===== config.mk =====
export PLATFORM = sky130hd
export DESIGN_NAME = spiCollMaster
export DESIGN_NICKNAME = d
export VERILOG_FILES = /design/src/rtl/spiMstPkg.sv /design/src/rtl/spiMstCtrl.sv /design/src/rtl/spiMstData.sv /design/src/rtl/spiCollMaster.sv
export SDC_FILE = /design/constraint.sdc
export NUM_CORES = 1
export LEC_CHECK = 0
export BUFFER_PORTS_ARGS = -buffer_cell sky130_fd_sc_hd__clkbuf_2
export CAP_MARGIN = 10
export CORE_UTILIZATION = 52
export DETAILED_ROUTE_END_ITERATION = 6
export PLACE_DENSITY_LB_ADDON = 0.05
export SLEW_MARGIN = 20
export SYNTH_ARGS = -nofsm -noshare
export SYNTH_HDL_FRONTEND = slang
export SYNTH_SLANG_ARGS = --single-unit

===== constraint.sdc =====
create_clock -name clk -period 2.1 [get_ports clk]
set_clock_uncertainty 0.05 [all_clocks]
set_input_delay 0.105 -clock clk [delete_from_list [all_inputs] [get_ports clk]]
set_output_delay 0.105 -clock clk [all_outputs]
set_load 0.01 [all_outputs]

===== src/rtl/spiMstPkg.sv =====
package spiMstPkg;
  localparam int ADDR_W = 2;
  localparam logic [ADDR_W-1:0] ADDR_DATA = 2'd0;
  localparam logic [ADDR_W-1:0] ADDR_STAT = 2'd1;
  localparam logic [ADDR_W-1:0] ADDR_CTRL = 2'd2;

  localparam int STAT_DONE_BIT = 7;
  localparam int STAT_WCOL_BIT = 5;
  localparam int STAT_BUSY_BIT = 0;

  localparam int CTRL_EN_BIT   = 0;
  localparam int CTRL_CPOL_BIT = 1;
  localparam int CTRL_CPHA_BIT = 2;
  localparam int CTRL_W        = 3;

  // Strobes from control to datapath, one cycle each except busy.
  typedef struct packed {
    logic load;      // accept new byte into the shifter
    logic sample;    // capture serial input
    logic launch;    // present next serial output bit
    logic toggle;    // flip the serial clock phase
    logic clrPhase;  // force clock phase to idle
    logic busy;      // exchange in progress (level)
  } spiStrobeT;
endpackage


===== src/rtl/spiMstCtrl.sv =====
module spiMstCtrl
  import spiMstPkg::*;
#(
  parameter int DATA_W = 8
) (
  input  logic              clk,
  input  logic              rstN,
  input  logic [ADDR_W-1:0] addr,
  input  logic              wrEn,
  input  logic              rdEn,
  input  logic [CTRL_W-1:0] ctrlIn,
  input  logic              baudTick,
  output spiStrobeT         strb,
  output logic              enable,
  output logic              cpol,
  output logic              cpha,
  output logic              wcol,
  output logic              done,
  output logic              busy
);
  localparam int EDGES = 2 * DATA_W;
  localparam int CNT_W = $clog2(EDGES);
  localparam logic [CNT_W-1:0] LAST_EDGE = CNT_W'(EDGES - 1);

  logic [CNT_W-1:0] edgeCnt;
  logic dataWr, ctrlWr, statRd;
  logic startOk, collide, stepEn, lastEdge, abortNow;

  assign dataWr   = wrEn && (addr == ADDR_DATA);
  assign ctrlWr   = wrEn && (addr == ADDR_CTRL);
  assign statRd   = rdEn && (addr == ADDR_STAT);
  assign startOk  = dataWr && enable && !busy;
  assign collide  = dataWr && busy;
  assign stepEn   = busy && enable && baudTick;
  assign lastEdge = (edgeCnt == LAST_EDGE);
  assign abortNow = busy && !enable;

  always_comb begin
    strb.load     = startOk;
    strb.sample   = stepEn && (edgeCnt[0] == cpha);
    strb.launch   = stepEn && (edgeCnt[0] != cpha);
    strb.toggle   = stepEn;
    strb.clrPhase = startOk || abortNow;
    strb.busy     = busy;
  end

  always_ff @(posedge clk or negedge rstN) begin
    if (!rstN) begin
      enable <= 1'b0;
      cpol   <= 1'b0;
      cpha   <= 1'b0;
    end else if (ctrlWr) begin
      enable <= ctrlIn[CTRL_EN_BIT];
      cpol   <= ctrlIn[CTRL_CPOL_BIT];
      cpha   <= ctrlIn[CTRL_CPHA_BIT];
    end
  end

  always_ff @(posedge clk or negedge rstN) begin
    if (!rstN) begin
      busy    <= 1'b0;
      edgeCnt <= '0;
      done    <= 1'b0;
    end else if (startOk) begin
      busy    <= 1'b1;
      edgeCnt <= '0;
      done    <= 1'b0;
    end else if (abortNow) begin
      busy    <= 1'b0;
    end else if (stepEn) begin
      edgeCnt <= edgeCnt + 1'b1;
      if (lastEdge) begin
        busy <= 1'b0;
        done <= 1'b1;
      end
    end
  end

  always_ff @(posedge clk or negedge rstN) begin
    if (!rstN)              wcol <= 1'b0;
    else if (collide)       wcol <= 1'b1;
    else if (statRd && wcol) wcol <= 1'b0;
  end

  AST_WCOL_ON_BUSY_WRITE: assert property (@(posedge clk) disable iff (!rstN)
    (dataWr && busy) |=> wcol);
  AST_WCOL_READ_CLEAR: assert property (@(posedge clk) disable iff (!rstN)
    (statRd && wcol) |=> !wcol);
  AST_START_GOES_BUSY: assert property (@(posedge clk) disable iff (!rstN)
    startOk |=> (busy && !done));
  AST_DONE_AFTER_LAST: assert property (@(posedge clk) disable iff (!rstN)
    (stepEn && lastEdge) |=> (!busy && done));
  AST_DISABLED_IDLE: assert property (@(posedge clk) disable iff (!rstN)
    !enable |=> !busy);
endmodule


===== src/rtl/spiMstData.sv =====
module spiMstData
  import spiMstPkg::*;
#(
  parameter int DATA_W = 8
) (
  input  logic              clk,
  input  logic              rstN,
  input  spiStrobeT         strb,
  input  logic [DATA_W-1:0] wrData,
  input  logic              cpol,
  input  logic              miso,
  output logic              sclk,
  output logic              mosi,
  output logic [DATA_W-1:0] shReg
);
  logic phase;
  logic mosiBit;

  always_ff @(posedge clk or negedge rstN) begin
    if (!rstN)            shReg <= '0;
    else if (strb.load)   shReg <= wrData;
    else if (strb.sample) shReg <= {shReg[DATA_W-2:0], miso};
  end

  always_ff @(posedge clk or negedge rstN) begin
    if (!rstN)            mosiBit <= 1'b0;
    else if (strb.load)   mosiBit <= wrData[DATA_W-1];
    else if (strb.launch) mosiBit <= shReg[DATA_W-1];
  end

  always_ff @(posedge clk or negedge rstN) begin
    if (!rstN)              phase <= 1'b0;
    else if (strb.clrPhase) phase <= 1'b0;
    else if (strb.toggle)   phase <= ~phase;
  end

  assign sclk = cpol ^ phase;
  assign mosi = mosiBit;

  AST_SCLK_IDLE_PHASE: assert property (@(posedge clk) disable iff (!rstN)
    !strb.busy |-> !phase);
  AST_SAMPLE_LAUNCH_EXCL: assert property (@(posedge clk) disable iff (!rstN)
    $onehot0({strb.sample, strb.launch, strb.load}));
endmodule


===== src/rtl/spiCollMaster.sv =====
module spiCollMaster
  import spiMstPkg::*;
#(
  parameter int DATA_W = 8
) (
  input  logic              clk,
  input  logic              rstN,
  input  logic [ADDR_W-1:0] addr,
  input  logic              wrEn,
  input  logic              rdEn,
  input  logic [DATA_W-1:0] wrData,
  output logic [DATA_W-1:0] rdData,
  input  logic              baudTick,
  output logic              sclk,
  output logic              mosi,
  input  logic              miso
);
  spiStrobeT strb;
  logic enable, cpol, cpha, wcol, done, busy;
  logic [DATA_W-1:0] shReg;

  spiMstCtrl #(.DATA_W(DATA_W)) uCtrl (
    .clk(clk), .rstN(rstN), .addr(addr), .wrEn(wrEn), .rdEn(rdEn),
    .ctrlIn(wrData[CTRL_W-1:0]), .baudTick(baudTick), .strb(strb),
    .enable(enable), .cpol(cpol), .cpha(cpha), .wcol(wcol),
    .done(done), .busy(busy)
  );

  spiMstData #(.DATA_W(DATA_W)) uData (
    .clk(clk), .rstN(rstN), .strb(strb), .wrData(wrData), .cpol(cpol),
    .miso(miso), .sclk(sclk), .mosi(mosi), .shReg(shReg)
  );

  always_comb begin
    rdData = '0;
    unique case (addr)
      ADDR_DATA: rdData = shReg;
      ADDR_STAT: begin
        rdData[STAT_DONE_BIT] = done;
        rdData[STAT_WCOL_BIT] = wcol;
        rdData[STAT_BUSY_BIT] = busy;
      end
      ADDR_CTRL: begin
        rdData[CTRL_EN_BIT]   = enable;
        rdData[CTRL_CPOL_BIT] = cpol;
        rdData[CTRL_CPHA_BIT] = cpha;
      end
      default: rdData = '0;
    endcase
  end
endmodule


; Word level (Yosys, flattened, before mapping)
; Cells that the tools add are included.
; W data, S select, Z words.
[op_classes]
addsub = 1
n_eq_ne = 6
mux = 25
n_bitwise = 2
reduce_logical = 27
[ops]
columns = operator, count
row1 = $mux W8, 2
row2 = $mux W1, 15
row3 = $logic_and A1 B1 Y1, 12
row4 = $mux W4, 3
row5 = $reduce_bool A2 Y1, 6
row6 = $reduce_bool A3 Y1, 2
row7 = $add A4 B1 Y4 const B, 1
row8 = $eq A4 B4 Y1 const B, 1
row9 = $pmux W1 S2, 2
row10 = $pmux W2 S2, 1
row11 = $reduce_and A2 Y1, 2
row12 = $pmux W1 S3, 1
row13 = $reduce_and A3 Y1, 1
row14 = $eq A2 B1 Y1 const B, 1
row15 = $eq A2 B2 Y1 const B, 1
row16 = $logic_not A1 Y1, 2
row17 = $logic_not A2 Y1, 1
row18 = $mux W2, 1
row19 = $ne A2 B1 Y1 const B, 1
row20 = $eq A1 B1 Y1, 1
row21 = $logic_or A1 B1 Y1, 1
row22 = $ne A1 B1 Y1, 1
row23 = $not A1 Y1, 1
row24 = $xor A1 B1 Y1, 1
[totals]
reg_bits = 20
in_bits = 16
out_inout_bits = 10
wordCells = 71

; Longest topological paths before layout
; Gate-level depths: netlist of run 1.
[depth]
word_depth = 6
depth_mapped = 6
ltp_nobuf = 4

; By module
; From an unflattened synthesis of run 1, not the netlist that was laid out.
[unflattened]
cells_unflattened = 104
hier_area_um2 = 1114.8
[modules_own_cells]
columns = module, instances, cells_each, area_each_um2, seq_area_each_um2
row1 = spiMstCtrl, 1, 47, 526.8, 250.2
row2 = spiMstData, 1, 40, 466.7, 250.2
row3 = spiCollMaster, 1, 17, 121.4, 0.0

; Worst setup path after synthesis of run 1
; Ideal clock, no wire load.
[synth_path]
path_kind = flip-flop to flip-flop
start = register uCtrl.busy
end = register uCtrl.done
setup_ps = 126
arrival_ps = 1600
t_required_ps = 1924
setup_slack_ps = 324
stages_incl_launch_ff = 7
n_path_buf = 3
synth_period_minus_slack_ps = 1776
path_cell_list = dfrtp_1 -> buf_6 -> or4b_4 -> buf_6 -> or2_4 -> buf_6 -> o2bb2ai_1
[synth_via]
elab_chain_cells = 4
elab_cells_between_ends = 10
classes_between = eq/ne: 1 / mux: 1 / reduce/logical: 8
[synth_lines]
columns = item, line_no
row1 = from (decl), spiMstCtrl.sv:19  ; output logic busy
row2 = from (signal assigned), spiMstCtrl.sv:61  ; busy <= 1'b0;
row3 = from (signal assigned), spiMstCtrl.sv:65  ; busy <= 1'b1;
row4 = from (signal assigned), spiMstCtrl.sv:69  ; busy <= 1'b0;
row5 = $logic_not A1 Y1 or $logic_and A1 B1 Y1 (tied branches), "spiMstCtrl.sv:32, spiMstCtrl.sv:34"
row6 = "$logic_and A1 B1 Y1, on equally long branches", "spiMstCtrl.sv:32, spiMstCtrl.sv:34"
row7 = $ne A2 B1 Y1 (no line) or $reduce_bool A2 Y1 (tied branches), n/a
row8 = $reduce_and A3 Y1 (no line), n/a
row9 = to (signal assigned), spiMstCtrl.sv:63  ; done <= 1'b0;
row10 = to (signal assigned), spiMstCtrl.sv:67  ; done <= 1'b0;
row11 = to (signal assigned), spiMstCtrl.sv:74  ; done <= 1'b1;
row12 = to (decl), spiMstCtrl.sv:18  ; output logic done,
; Several ways; a longest one is shown, not always the timed one.
; A chain may end at the register's enable or synchronous reset.

; Worst setup path in the final report of run 1
[layout_path]
start = register uCtrl.busy
end = register uData.shReg[5]
[layout_via]
elab_chain_cells = 4
elab_cells_between_ends = 7
classes_between = mux: 1 / reduce/logical: 6
[layout_lines]
columns = item, line_no
row1 = $logic_and A1 B1 Y1 (2 in a row), spiMstCtrl.sv:34  ; assign stepEn = busy && enable && baudTick;
row2 = $logic_and A1 B1 Y1, spiMstCtrl.sv:40  ; strb.sample = stepEn && (edgeCnt[0] == cpha);
row3 = $reduce_bool A2 Y1 (no line), n/a
row4 = to (signal assigned), spiMstData.sv:21  ; else if (strb.load) shReg <= wrData;
row5 = to (signal assigned), spiMstData.sv:22  ; else if (strb.sample) shReg <= {shReg[DATA_W-2:0], miso};
row6 = to (decl), spiMstData.sv:14  ; output logic [DATA_W-1:0] shReg
; Several ways; a longest one is shown, not always the timed one.

==> out/qor.csv, run 1 <==
stage,metric,value,unit
outcome,status,"complete, no violations",
timing,relative slew slack,60.78,%
final_layout,number of flip-flops in the largest register,8,
worst_setup_path,Setup CP Type,reg -> reg,
floorplan,die area,2330,um^2
final_layout,Layout area overhead,14.83,%
timing,Tmin final,1.713,ns
timing,Setup TNS,0,ns
global_routing,GRT Total Usage,23.01,%
place,HPWL after DPL,1755,um
global_routing,vias in the first global route,825,
min_path,worst hold start,wrData[0],
worst_setup_path,Startpoint Class,flop,
final_layout,top flop regs,"uData.shReg: 8 flops, uCtrl.edgeCnt: 4 flops",
power_and_ir_drop,Power Density,1015,nW/um^2
yosys,share of the synthesized area in the top cell type,44.94,%
final_layout,ant diodes,0,
timing,worst slew pin tran,0.5864,ns
yosys,syn_area_per_cell,9.437,um^2
job,maxcap violations,0,
power_and_ir_drop,Peak VDD IR,555.4,uV
floorplan,Die Height,48.28,um
worst_setup_path,CP startpoint,uCtrl.busy$_DFFE_PN0P_,
place,Buffers on Ports,25,
global_routing,most crowded layer after global routing,met2,
min_path,Hold Crit Depth,2,
timing,min setup slack post-route,0.3870,ns
global_routing,met1 usage,30.05,%
floorplan,width of the chip,48.28,um
worst_setup_path,crit end category,flop,
global_routing,met2 usage,38.40,%
cts,total number of H-tree levels,1,
timing,fmax,583.8,MHz
timing,RSZ-0062 raised after global routing,no,
detailed_routing,drt first-iter violations,12,
final_layout,Largest Register,uData.shReg,
detailed_routing,routed len/inst,14.07,um
floorplan,core area,1982,um^2
timing,Final Setup Violations,0,
timing,"Slew Viols, Final",0,
worst_setup_path,worst path required time,2.28,ns
worst_setup_path,worst r2r src,uCtrl.busy$_DFFE_PN0P_,
worst_setup_path,CP Max Fanout,11,
place,dpl ws,0.3887,ns
global_routing,gr ovfl total,0,
cts,post-cts resize count,0,
final_layout,fin nets,161,
floorplan,Rows,16,
yosys,Synth area leaders,"dfrtp_1 (45%), nand3_1 (5.8%), o21ai_0 (5.8%)",
final_layout,share of post-route cells with drive strength above 1,24.48,%
cts,clock sink count,20,
yosys,Yosys Warn Count,0,
yosys,post-synth top area cell,dfrtp_1,
detailed_routing,Vias,973,
worst_setup_path,Worst R2R Path Depth,3,
min_path,hold crit path type,in -> reg,
global_routing,grt met3 use,3.704,%
detailed_routing,routed vias/inst,5.724,
timing,Tcrit/Tclk final,81.57,%
place,Placer Congestion,0.7344,
yosys,synthesized netlist cell count,118,
global_routing,first-pass GRT wire length,3636,um
cts,TritonCTS clock tree,yes,
yosys,Netlist cell types,28,
cts,Bufs on Longest Clock Path,2,
power_and_ir_drop,Pleak,0.5781,nW
floorplan,Initial Util,56.19,%
yosys,post-synthesis register bit count,20,
worst_setup_path,critical path arrival,1.89,ns
global_routing,largest net degree at the start of global routing,21,
detailed_routing,Post-Route WL,2392,um
timing,final hold violation count,0,
cts,Root Driver,clkbuf_4,
detailed_routing,DRT Pass-1 Iters,4,
yosys,Syn Nets,135,
cts,total CTS buffers,3,
yosys,Mapped Area,1114,um^2
yosys,sequential area share after synthesis,44.94,%
cts,worst-skew pair later-pin latency,0.30,ns
detailed_routing,drt drc,0,
global_routing,initial antenna violation count,0,
floorplan,I/O pin total,26,
detailed_routing,ANT nets after route,0,
cts,Clock Pin Slew Worst Setup and Hold Paths,0.11,ns
cell usage after synthesis:
cell type and number:
nand2_1 4, a21oi_1 3, clkbuf_1 2, inv_1 2
and3_1 1, nand3_1 13, and3b_1 1, a31oi_1 10
buf_6 4, clkinv_1 1, nand2b_1 1, or2_4 1
nor2b_1 2, or4b_4 1, nor2_1 8, xor2_1 3
dfrtp_1 20, ha_1 1, nor3_1 8, mux2_2 3
o21ai_0 13, o2bb2ai_1 2, nand4_1 2, buf_2 1
and2_1 3, xnor2_1 2, or3_1 1, mux2i_1 5
final timing paths:
check                      slack (ns)                         end
hold reg to reg                  0.45      uCtrl.done$_DFFE_PN0P_
min in group asynchronous        0.23  uData.shReg[7]$_DFFE_PN0P_
max in group asynchronous        1.44      uCtrl.busy$_DFFE_PN0P_
setup reg to reg                 0.39  uData.shReg[5]$_DFFE_PN0P_
hold / removal                   0.01    uCtrl.enable$_DFFE_PN0P_
setup / recovery                 0.39  uData.shReg[5]$_DFFE_PN0P_
final cells by class:
type,count,area (um^2)
tap,27,33.78
inverter,3,11.26
multi-input combinational,88,544.3
fill,164,703.2
timing repair buffer,28,152.6
sequential,20,500.5
clock buffer,4,36.28
cell usage in the layout, fill, tap and decap left out, types with 2 or more instances in the layout:
| cell type | count |
|---|---|
| clkbuf_2 | 25 |
| dfrtp_1 | 20 |
| nand3_1 | 13 |
| o21ai_0 | 13 |
| a31oi_1 | 10 |
| nor2_1 | 8 |
| nor3_1 | 8 |
| mux2i_1 | 5 |
| nand2_1 | 4 |
| and2_1 | 3 |
| xor2_1 | 3 |
| mux2_2 | 3 |
| a21oi_1 | 3 |
| clkbuf_4 | 3 |
| nor2b_1 | 2 |
| o2bb2ai_1 | 2 |
| xnor2_1 | 2 |
| nand4_1 | 2 |
| inv_1 | 2 |
| dlygate4sd3_1 | 2 |
cells by family (layout without fill, tap and decap cells):
family / Yosys count / after routing / share of synthesized area, %
flip-flops: 20 / 20 / 44.94
buffers and inverters: 10 / 35 / 6.179
XOR/XNOR: 5 / 5 / 3.933
AND/OR/NAND/NOR: 46 / 46 / 21.91
multiplexers: 8 / 8 / 7.528
adder cells (fa/ha/maj): 1 / 1 / 1.123
AO/OA/AOI/OAI: 28 / 28 / 14.38
metal layers:
| layer | vias to the layer above | part of all wire, % |
|---|---|---|
| met5 | - | 0 |
| met4 | 0 | 0.88 |
| met3 | 4 | 4.9 |
| met2 | 31 | 48 |
| met1 | 456 | 46 |
| li1 | 482 | - |
power by group:
group | switching (mW) | total (mW) | internal, mW
clock network | 0.118 | 0.224 | 0.106
logic | 0.238 | 0.441 | 0.203
registers | 0.121 | 0.634 | 0.513
total | 0.477 | 1.30 | 0.822
worst max-delay path, stage by stage, from the launching register on:
cell     delay [ns]
dfrtp_1        0.47
or4b_4         0.64
or2_4          0.31
a31oi_1        0.17
stage by stage:
| step | power [mW] | hold slack [ns] | area, um^2 | utilization [%] | std cells |
|---|---|---|---|---|---|
| 4_1_cts | 1.303 | 0.01350 | 1279 | 64.52 | 170 |
| 3_3_place_gp | 1.064 | 0.03634 | 1222 | 61.68 | 164 |
| 2_1_floorplan | 0.9112 | -0.2406 | 1114 | - | 118 |
| 6_report | 1.298 | 0.01362 | 1279 | 64.52 | 170 |
| 5_1_grt | 1.392 | 0.01264 | 1279 | 64.52 | 170 |
| 3_5_place_dp | 1.078 | 0.04574 | 1222 | 61.68 | 164 |
what timing repair did:
| action | CTS | global route |
|---|---|---|
| buffers inserted | 0 | 0 |
| endpoints found under the hold margin | 21 | 0 |
| setup endpoints to repair | 0 | 0 |
| hold buffers | 2 | 0 |
No activity file was read; power rests on OpenSTA's default activity.
==> run 2, diff against run 1 <==
ABC_AREA = 1   (was unset)
CORE_UTILIZATION = 53   (was 52)
clock period = 1.77 ns   (was 2.1 ns; I/O delays follow)
==> run 2 against run 1 <==
Net effect: first-iteration DRC count increased by 140%; final cell count increased by 25%; critical path depth increased by 2; sequential share of layout area decreased by 2.5 points; register-to-register slack got worse by 0.15 ns; fmax increased by 11%; die area increased by 4.3%; flip-flop and latch count unchanged; worst hold slack got worse by 0.014 ns; non-clock buffer count decreased by 1; clock power increased by 20%; clock-buffer cell count unchanged.
==> out/qor.csv, run 2 <==
stage,metric,value,unit
timing,Setup TNS,0,ns
timing,"Slew Viols, Final",0,
final_layout,number of flip-flops in the largest register,8,
cts,clock sink count,20,
global_routing,vias in the first global route,1026,
place,area of placed instances,1320,um^2
yosys,Mapped Area,1186,um^2
yosys,top-count cell post-synth,nand2_1,
cts,total CTS buffers,3,
power_and_ir_drop,Peak VDD IR,725.3,uV
final_layout,fin cells,213,
global_routing,gr ovfl total,0,
yosys,Yosys Warn Count,0,
job,maxcap violations,0,
power_and_ir_drop,Pint,980.9,uW
power_and_ir_drop,Pleak,0.7566,nW
detailed_routing,routed len/inst,11.89,um
detailed_routing,Vias,1103,
detailed_routing,drt drc,0,
final_layout,Largest Register,uData.shReg,
timing,final hold violation count,0,
timing,relative slew slack,67.17,%
final_layout,most frequent cells in the layout,"nand2_1 (46), clkbuf_2 (25), nand3_1 (21)",
yosys,Synth Flop Type,dfrtp_1,
worst_setup_path,Worst R2R Path Depth,5,
detailed_routing,ANT nets after route,0,
timing,worst slew pin tran,0.4925,ns
cts,Clock Pin Slew Worst Setup and Hold Paths,0.12,ns
timing,min setup slack post-route,0.2334,ns
place,HPWL after DPL,1903,um
yosys,Post-synth EDFFs,0,
power_and_ir_drop,overall power after layout,1.591,mW
cts,hold buffer count at cts,1,
worst_setup_path,crit end category,flop,
global_routing,first-pass GRT wire length,4505,um
cts,post-CTS setup repair buffer count,0,
worst_setup_path,Startpoint Class,flop,
detailed_routing,Post-Route WL,2532,um
worst_setup_path,r2r setup slk,0.23,ns
floorplan,Initial Util,58.09,%
global_routing,largest net degree at the start of global routing,26,
yosys,share of the synthesized area in the top cell type,42.19,%
timing,fmax,650.8,MHz
yosys,sequential area share after synthesis,42.19,%
yosys,most frequent cells after synthesis,"nand2_1 (46), nand3_1 (21), dfrtp_1 (20)",
final_layout,Post-Route Utilization,66.91,%
global_routing,GRT Total Usage,24.42,%
place,Placer Congestion,0.8541,
final_layout,Multi-input gate area,574.3,um^2
yosys,Netlist cell types,24,
cts,worst-skew pair later-pin latency,0.30,ns
min_path,worst hold start,wrData[1],
detailed_routing,drt first-iter violations,29,
cts,total number of H-tree levels,1,
power_and_ir_drop,Power Density,1165,nW/um^2
worst_setup_path,Worst Setup EP,uData.shReg[6]$_DFFE_PN0P_,
yosys,syn_area_per_cell,7.460,um^2
floorplan,core area,2042,um^2
floorplan,I/O pin total,26,
final_layout,design area,1366,um^2
yosys,Synth area leaders,"dfrtp_1 (42%), nand2_1 (15%), nand3_1 (8.9%)",
yosys,post-synthesis register bit count,20,
detailed_routing,routed vias/inst,5.178,
min_path,hold crit path type,in -> reg,
power_and_ir_drop,switching power,610.2,uW
final_layout,top flop regs,"uData.shReg: 8 flops, uCtrl.edgeCnt: 4 flops",
timing,Final Setup Violations,0,
final_layout,Layout area overhead,15.19,%
worst_setup_path,CP Max Fanout,25,
final_layout,"most common cell after layout, fill and taps aside",nand2_1,
worst_setup_path,FF-to-FF End,uData.shReg[6]$_DFFE_PN0P_,
timing,RSZ-0062 raised after global routing,no,
place,Buffers on Ports,25,
place,dpl ws,0.2587,ns
final_layout,share of post-route cells with drive strength above 1,23.12,%
cts,Root Driver,clkbuf_4,
timing,Tcrit/Tclk final,86.81,%
floorplan,Die Height,49.31,um
final_layout,fillcell total,194,
worst_setup_path,worst path required time,1.97,ns
timing,Tmin final,1.537,ns
worst_setup_path,worst r2r src,uCtrl.busy$_DFFE_PN0P_,
place,DP Cell Count,208,
cts,post-cts resize count,0,
worst_setup_path,CP startpoint,uCtrl.busy$_DFFE_PN0P_,
power_and_ir_drop,Gate power share,36.0,%
floorplan,Rows,16,
worst_setup_path,Setup CP Type,reg -> reg,
worst_setup_path,critical path arrival,1.74,ns
detailed_routing,DRT Pass-1 Iters,4,
yosys,synthesized netlist cell count,159,
final_layout,fin nets,204,
cts,TritonCTS clock tree,yes,
power_and_ir_drop,Seq pwr share,47.1,%
outcome,status,"complete, no violations",
timing,worst hold slack,0.0001177,ns
power_and_ir_drop,clock share of power,16.9,%
power_and_ir_drop,sw frac,38.35,%
yosys,"Async S/R FF share, synth",100.0,%
yosys,post-synth top area cell,dfrtp_1,
final_layout,register area,500.5,um^2
yosys,Syn Nets,176,
cts,Bufs on Longest Clock Path,2,
final_layout,ant diodes,0,
floorplan,width of the chip,49.31,um
global_routing,initial antenna violation count,0,
floorplan,die area,2431,um^2
-- run 2: routing by layer --
metal | GRT usage [%] | vias up | wire length [um]
li1 | - | 572 | -
met1 | 34.86 | 497 | 1237
met2 | 37.21 | 28 | 1157
met3 | 4.050 | 6 | 95
met4 | 8.333 | 0 | 42
met5 | 0 | - | 0
-- run 2: logic make-up after synthesis --
group | count (synthesis) | synth area share, %
DFF | 20 | 42.19
xor gates and xnor gates | 1 | 0.7385
and+or+nand+nor | 98 | 40.09
buffers and inverters | 25 | 9.388
AOI/OAI and AO/OA | 14 | 6.539
adders and majority gates | 1 | 1.055
-- run 2: power groups by stage --
stage / clock [mW] / sequential [mW] / combinational (mW)
6_report: 0.269 / 0.750 / 0.573
5_1_grt: 0.286 / 0.775 / 0.680
4_1_cts: 0.270 / 0.748 / 0.579
3_5_place_dp: 0 / 0.758 / 0.573
3_3_place_gp: 0 / 0.749 / 0.562
2_1_floorplan: 0 / 0.734 / 0.430
-- run 2: layout make-up --
type | count | area share, %
sequential | 20 | 36.63
clock buffer | 4 | 2.656
multi-input combinational | 114 | 42.03
inverter | 21 | 5.769
timing repair buffer | 27 | 10.44
tap | 27 | 2.473
-- run 2: critical path, cell delays in order, from the launching register on --
cell     delay [ns]
dfrtp_1        0.48
nor2_4         0.26
nand3_4        0.31
nand2_4        0.22
nand3_1        0.09
nand2_1        0.06
-- run 2: worst min-delay path by stage --
stage / to / depth (start not counted) / slack [ns]
after detailed placement: uCtrl.edgeCnt[3]$_DFFE_PN0P_ / 1 / 0.03
after CTS: uCtrl.cpol$_DFFE_PN0P_ / 3 / 0.004
final: uCtrl.cpol$_DFFE_PN0P_ / 3 / 0.0001
after global routing: uCtrl.enable$_DFFE_PN0P_ / 3 / 0.02
after floorplan: uCtrl.busy$_DFFE_PN0P_ / 0 / -0.26
after global placement: uCtrl.edgeCnt[3]$_DFFE_PN0P_ / 1 / 0.02
==> run 3, diff against run 2 <==
BUFFER_PORTS_ARGS = -buffer_cell sky130_fd_sc_hd__buf_2   (was -buffer_cell sky130_fd_sc_hd__clkbuf_2)
==> run 3 against run 2 <==
Net effect: the flow now finishes with violations (hold timing); global-route usage rose by 0.40 points; fmax shrank 1.5%; total power grew 7.8%; worst setup slack lost 0.024 ns; die area stayed put; final cell count stayed put; sequential power is essentially flat; register-to-register slack worse by 0.02 ns; critical path type unchanged; critical endpoint is now uData.shReg[3]$_DFFE_PN0P_; largest cell class unchanged.
==> out/qor.csv, run 3 (synthesis gave the netlist of run 2 again) <==
stage,metric,value,unit
detailed_routing,routed vias/inst,5.291,
detailed_routing,Vias,1127,
power_and_ir_drop,Pleak,0.7658,nW
global_routing,GRT Total Usage,24.82,%
global_routing,met1 usage,33.86,%
detailed_routing,Post-Route WL,2698,um
detailed_routing,drt first-iter violations,37,
global_routing,met2 usage,39.73,%
final_layout,fin nets,204,
global_routing,first-pass GRT wire length,4623,um
timing,Setup TNS,0,ns
min_path,hold crit path type,in -> reg,
place,Placer Congestion,0.8505,
worst_setup_path,critical path arrival,1.77,ns
floorplan,width of the chip,49.31,um
final_layout,number of flip-flops in the largest register,8,
final_layout,share of post-route cells with drive strength above 1,23.12,%
timing,final hold violation count,1,
cts,Bufs on Longest Clock Path,2,
final_layout,Post-Route Utilization,67.71,%
cts,worst-skew pair later-pin latency,0.31,ns
final_layout,Layout area overhead,16.56,%
global_routing,grt met3 use,4.050,%
cts,clock sink count,20,
timing,worst hold slack,-0.008562,ns
worst_setup_path,Startpoint Class,flop,
place,Buffers on Ports,25,
final_layout,fin cells,213,
floorplan,Die Height,49.31,um
final_layout,top flop regs,"uData.shReg: 8 flops, uCtrl.edgeCnt: 4 flops",
outcome,failing checks,hold timing,
detailed_routing,ANT nets after route,0,
timing,worst slew pin tran,0.4597,ns
worst_setup_path,worst path required time,1.98,ns
job,maxcap violations,0,
outcome,status,"finished, violations left",
global_routing,initial antenna violation count,0,
power_and_ir_drop,Power Density,1240,nW/um^2
global_routing,vias in the first global route,1071,
timing,Final Setup Violations,0,
worst_setup_path,CP Max Fanout,25,
timing,"Slew Viols, Final",0,
detailed_routing,drt drc,0,
floorplan,I/O pin total,26,
floorplan,Rows,16,
cts,total CTS buffers,3,
global_routing,largest net degree at the start of global routing,26,
worst_setup_path,crit end category,flop,
worst_setup_path,Setup CP Type,reg -> reg,
detailed_routing,routed len/inst,12.67,um
final_layout,fillcell total,190,
cts,Root Driver,clkbuf_4,
timing,fmax,640.9,MHz
timing,relative slew slack,69.35,%
detailed_routing,DRT Pass-1 Iters,4,
final_layout,Largest Register,uData.shReg,
timing,Tcrit/Tclk final,88.16,%
place,DP Cell Count,208,
global_routing,gr ovfl total,0,
final_layout,"most common cell after layout, fill and taps aside",nand2_1,
floorplan,Initial Util,58.09,%
global_routing,most crowded layer after global routing,met2,
floorplan,die area,2431,um^2
cts,total number of H-tree levels,1,
place,HPWL after DPL,1954,um
timing,RSZ-0062 raised after global routing,no,
cts,Clock Pin Slew Worst Setup and Hold Paths,0.12,ns
final_layout,most frequent cells in the layout,"nand2_1 (46), buf_2 (25), nand3_1 (21)",
cts,TritonCTS clock tree,yes,
power_and_ir_drop,Peak VDD IR,687.7,uV
timing,Tmin final,1.560,ns
floorplan,core area,2042,um^2
final_layout,ant diodes,0,
[run 3: metal layers]
layer	up-vias	share of wire (%)
met2	23	46
li1	571	-
met5	-	0
met3	5	2.9
met4	0	1.4
met1	528	50
[run 3: per-stage QoR]
| step | cell area [um^2] | power, mW | setup WS (ns) | hold WS (ns) |
|---|---|---|---|---|
| floorplan | 1186 | 1.163 | 0.4923 | -0.2571 |
| global placement | 1320 | 1.310 | 0.3220 | 0.006161 |
| detailed placement | 1320 | 1.334 | 0.2611 | 0.01075 |
| CTS | 1383 | 1.715 | 0.2480 | 0.003169 |
| global route | 1383 | 1.856 | 0.07861 | 0.002341 |
| finish | 1383 | 1.715 | 0.2096 | -0.008562 |
[run 3: worst paths after layout]
| check | depth (start not counted) | startpoint | endpoint | slack (ns) |
|---|---|---|---|---|
| max in group asynchronous | 2 | rstN | uData.shReg[1]$_DFFE_PN0P_ | 1.16 |
| setup reg to reg | 6 | uCtrl.enable$_DFFE_PN0P_ | uData.shReg[3]$_DFFE_PN0P_ | 0.21 |
| setup / recovery | 6 | uCtrl.enable$_DFFE_PN0P_ | uData.shReg[3]$_DFFE_PN0P_ | 0.21 |
| hold reg to reg | 2 | uCtrl.done$_DFFE_PN0P_ | uCtrl.done$_DFFE_PN0P_ | 0.45 |
| hold / removal | 3 | wrData[1] | uCtrl.cpol$_DFFE_PN0P_ | -0.009 |
| min in group asynchronous | 2 | rstN | uCtrl.edgeCnt[2]$_DFFE_PN0P_ | 0.19 |
[run 3: critical path, stage by stage, from the launching register on]
cell	delay, ns
dfrtp_1	0.47
inv_2	0.08
nor2_4	0.21
nand3_4	0.32
nand2_4	0.22
nand3_1	0.09
nand2_1	0.06
[run 3: power by group]
part           switching (mW)  leakage [nW]  internal [mW]
Sequential              0.138         0.256          0.614
Combinational           0.339         0.482          0.242
Clock                   0.153        0.0279          0.229
[run 3: timing repair]
action | CTS | global route
endpoints found under the hold margin | 20 | 0
buffers inserted | 0 | 0
resized for setup | 0 | 0
hold buffers | 1 | 0
[run 3: cell type report]
| type | count | area, um^2 | area share [%] |
|---|---|---|---|
| tap | 27 | 33.78 | 2.443 |
| sequential | 20 | 500.5 | 36.20 |
| clock buffer | 3 | 22.52 | 1.629 |
| inverter | 21 | 78.83 | 5.701 |
| clock inverter | 1 | 30.03 | 2.172 |
| timing repair buffer | 27 | 142.6 | 10.32 |
| multi-input combinational | 114 | 574.3 | 41.54 |
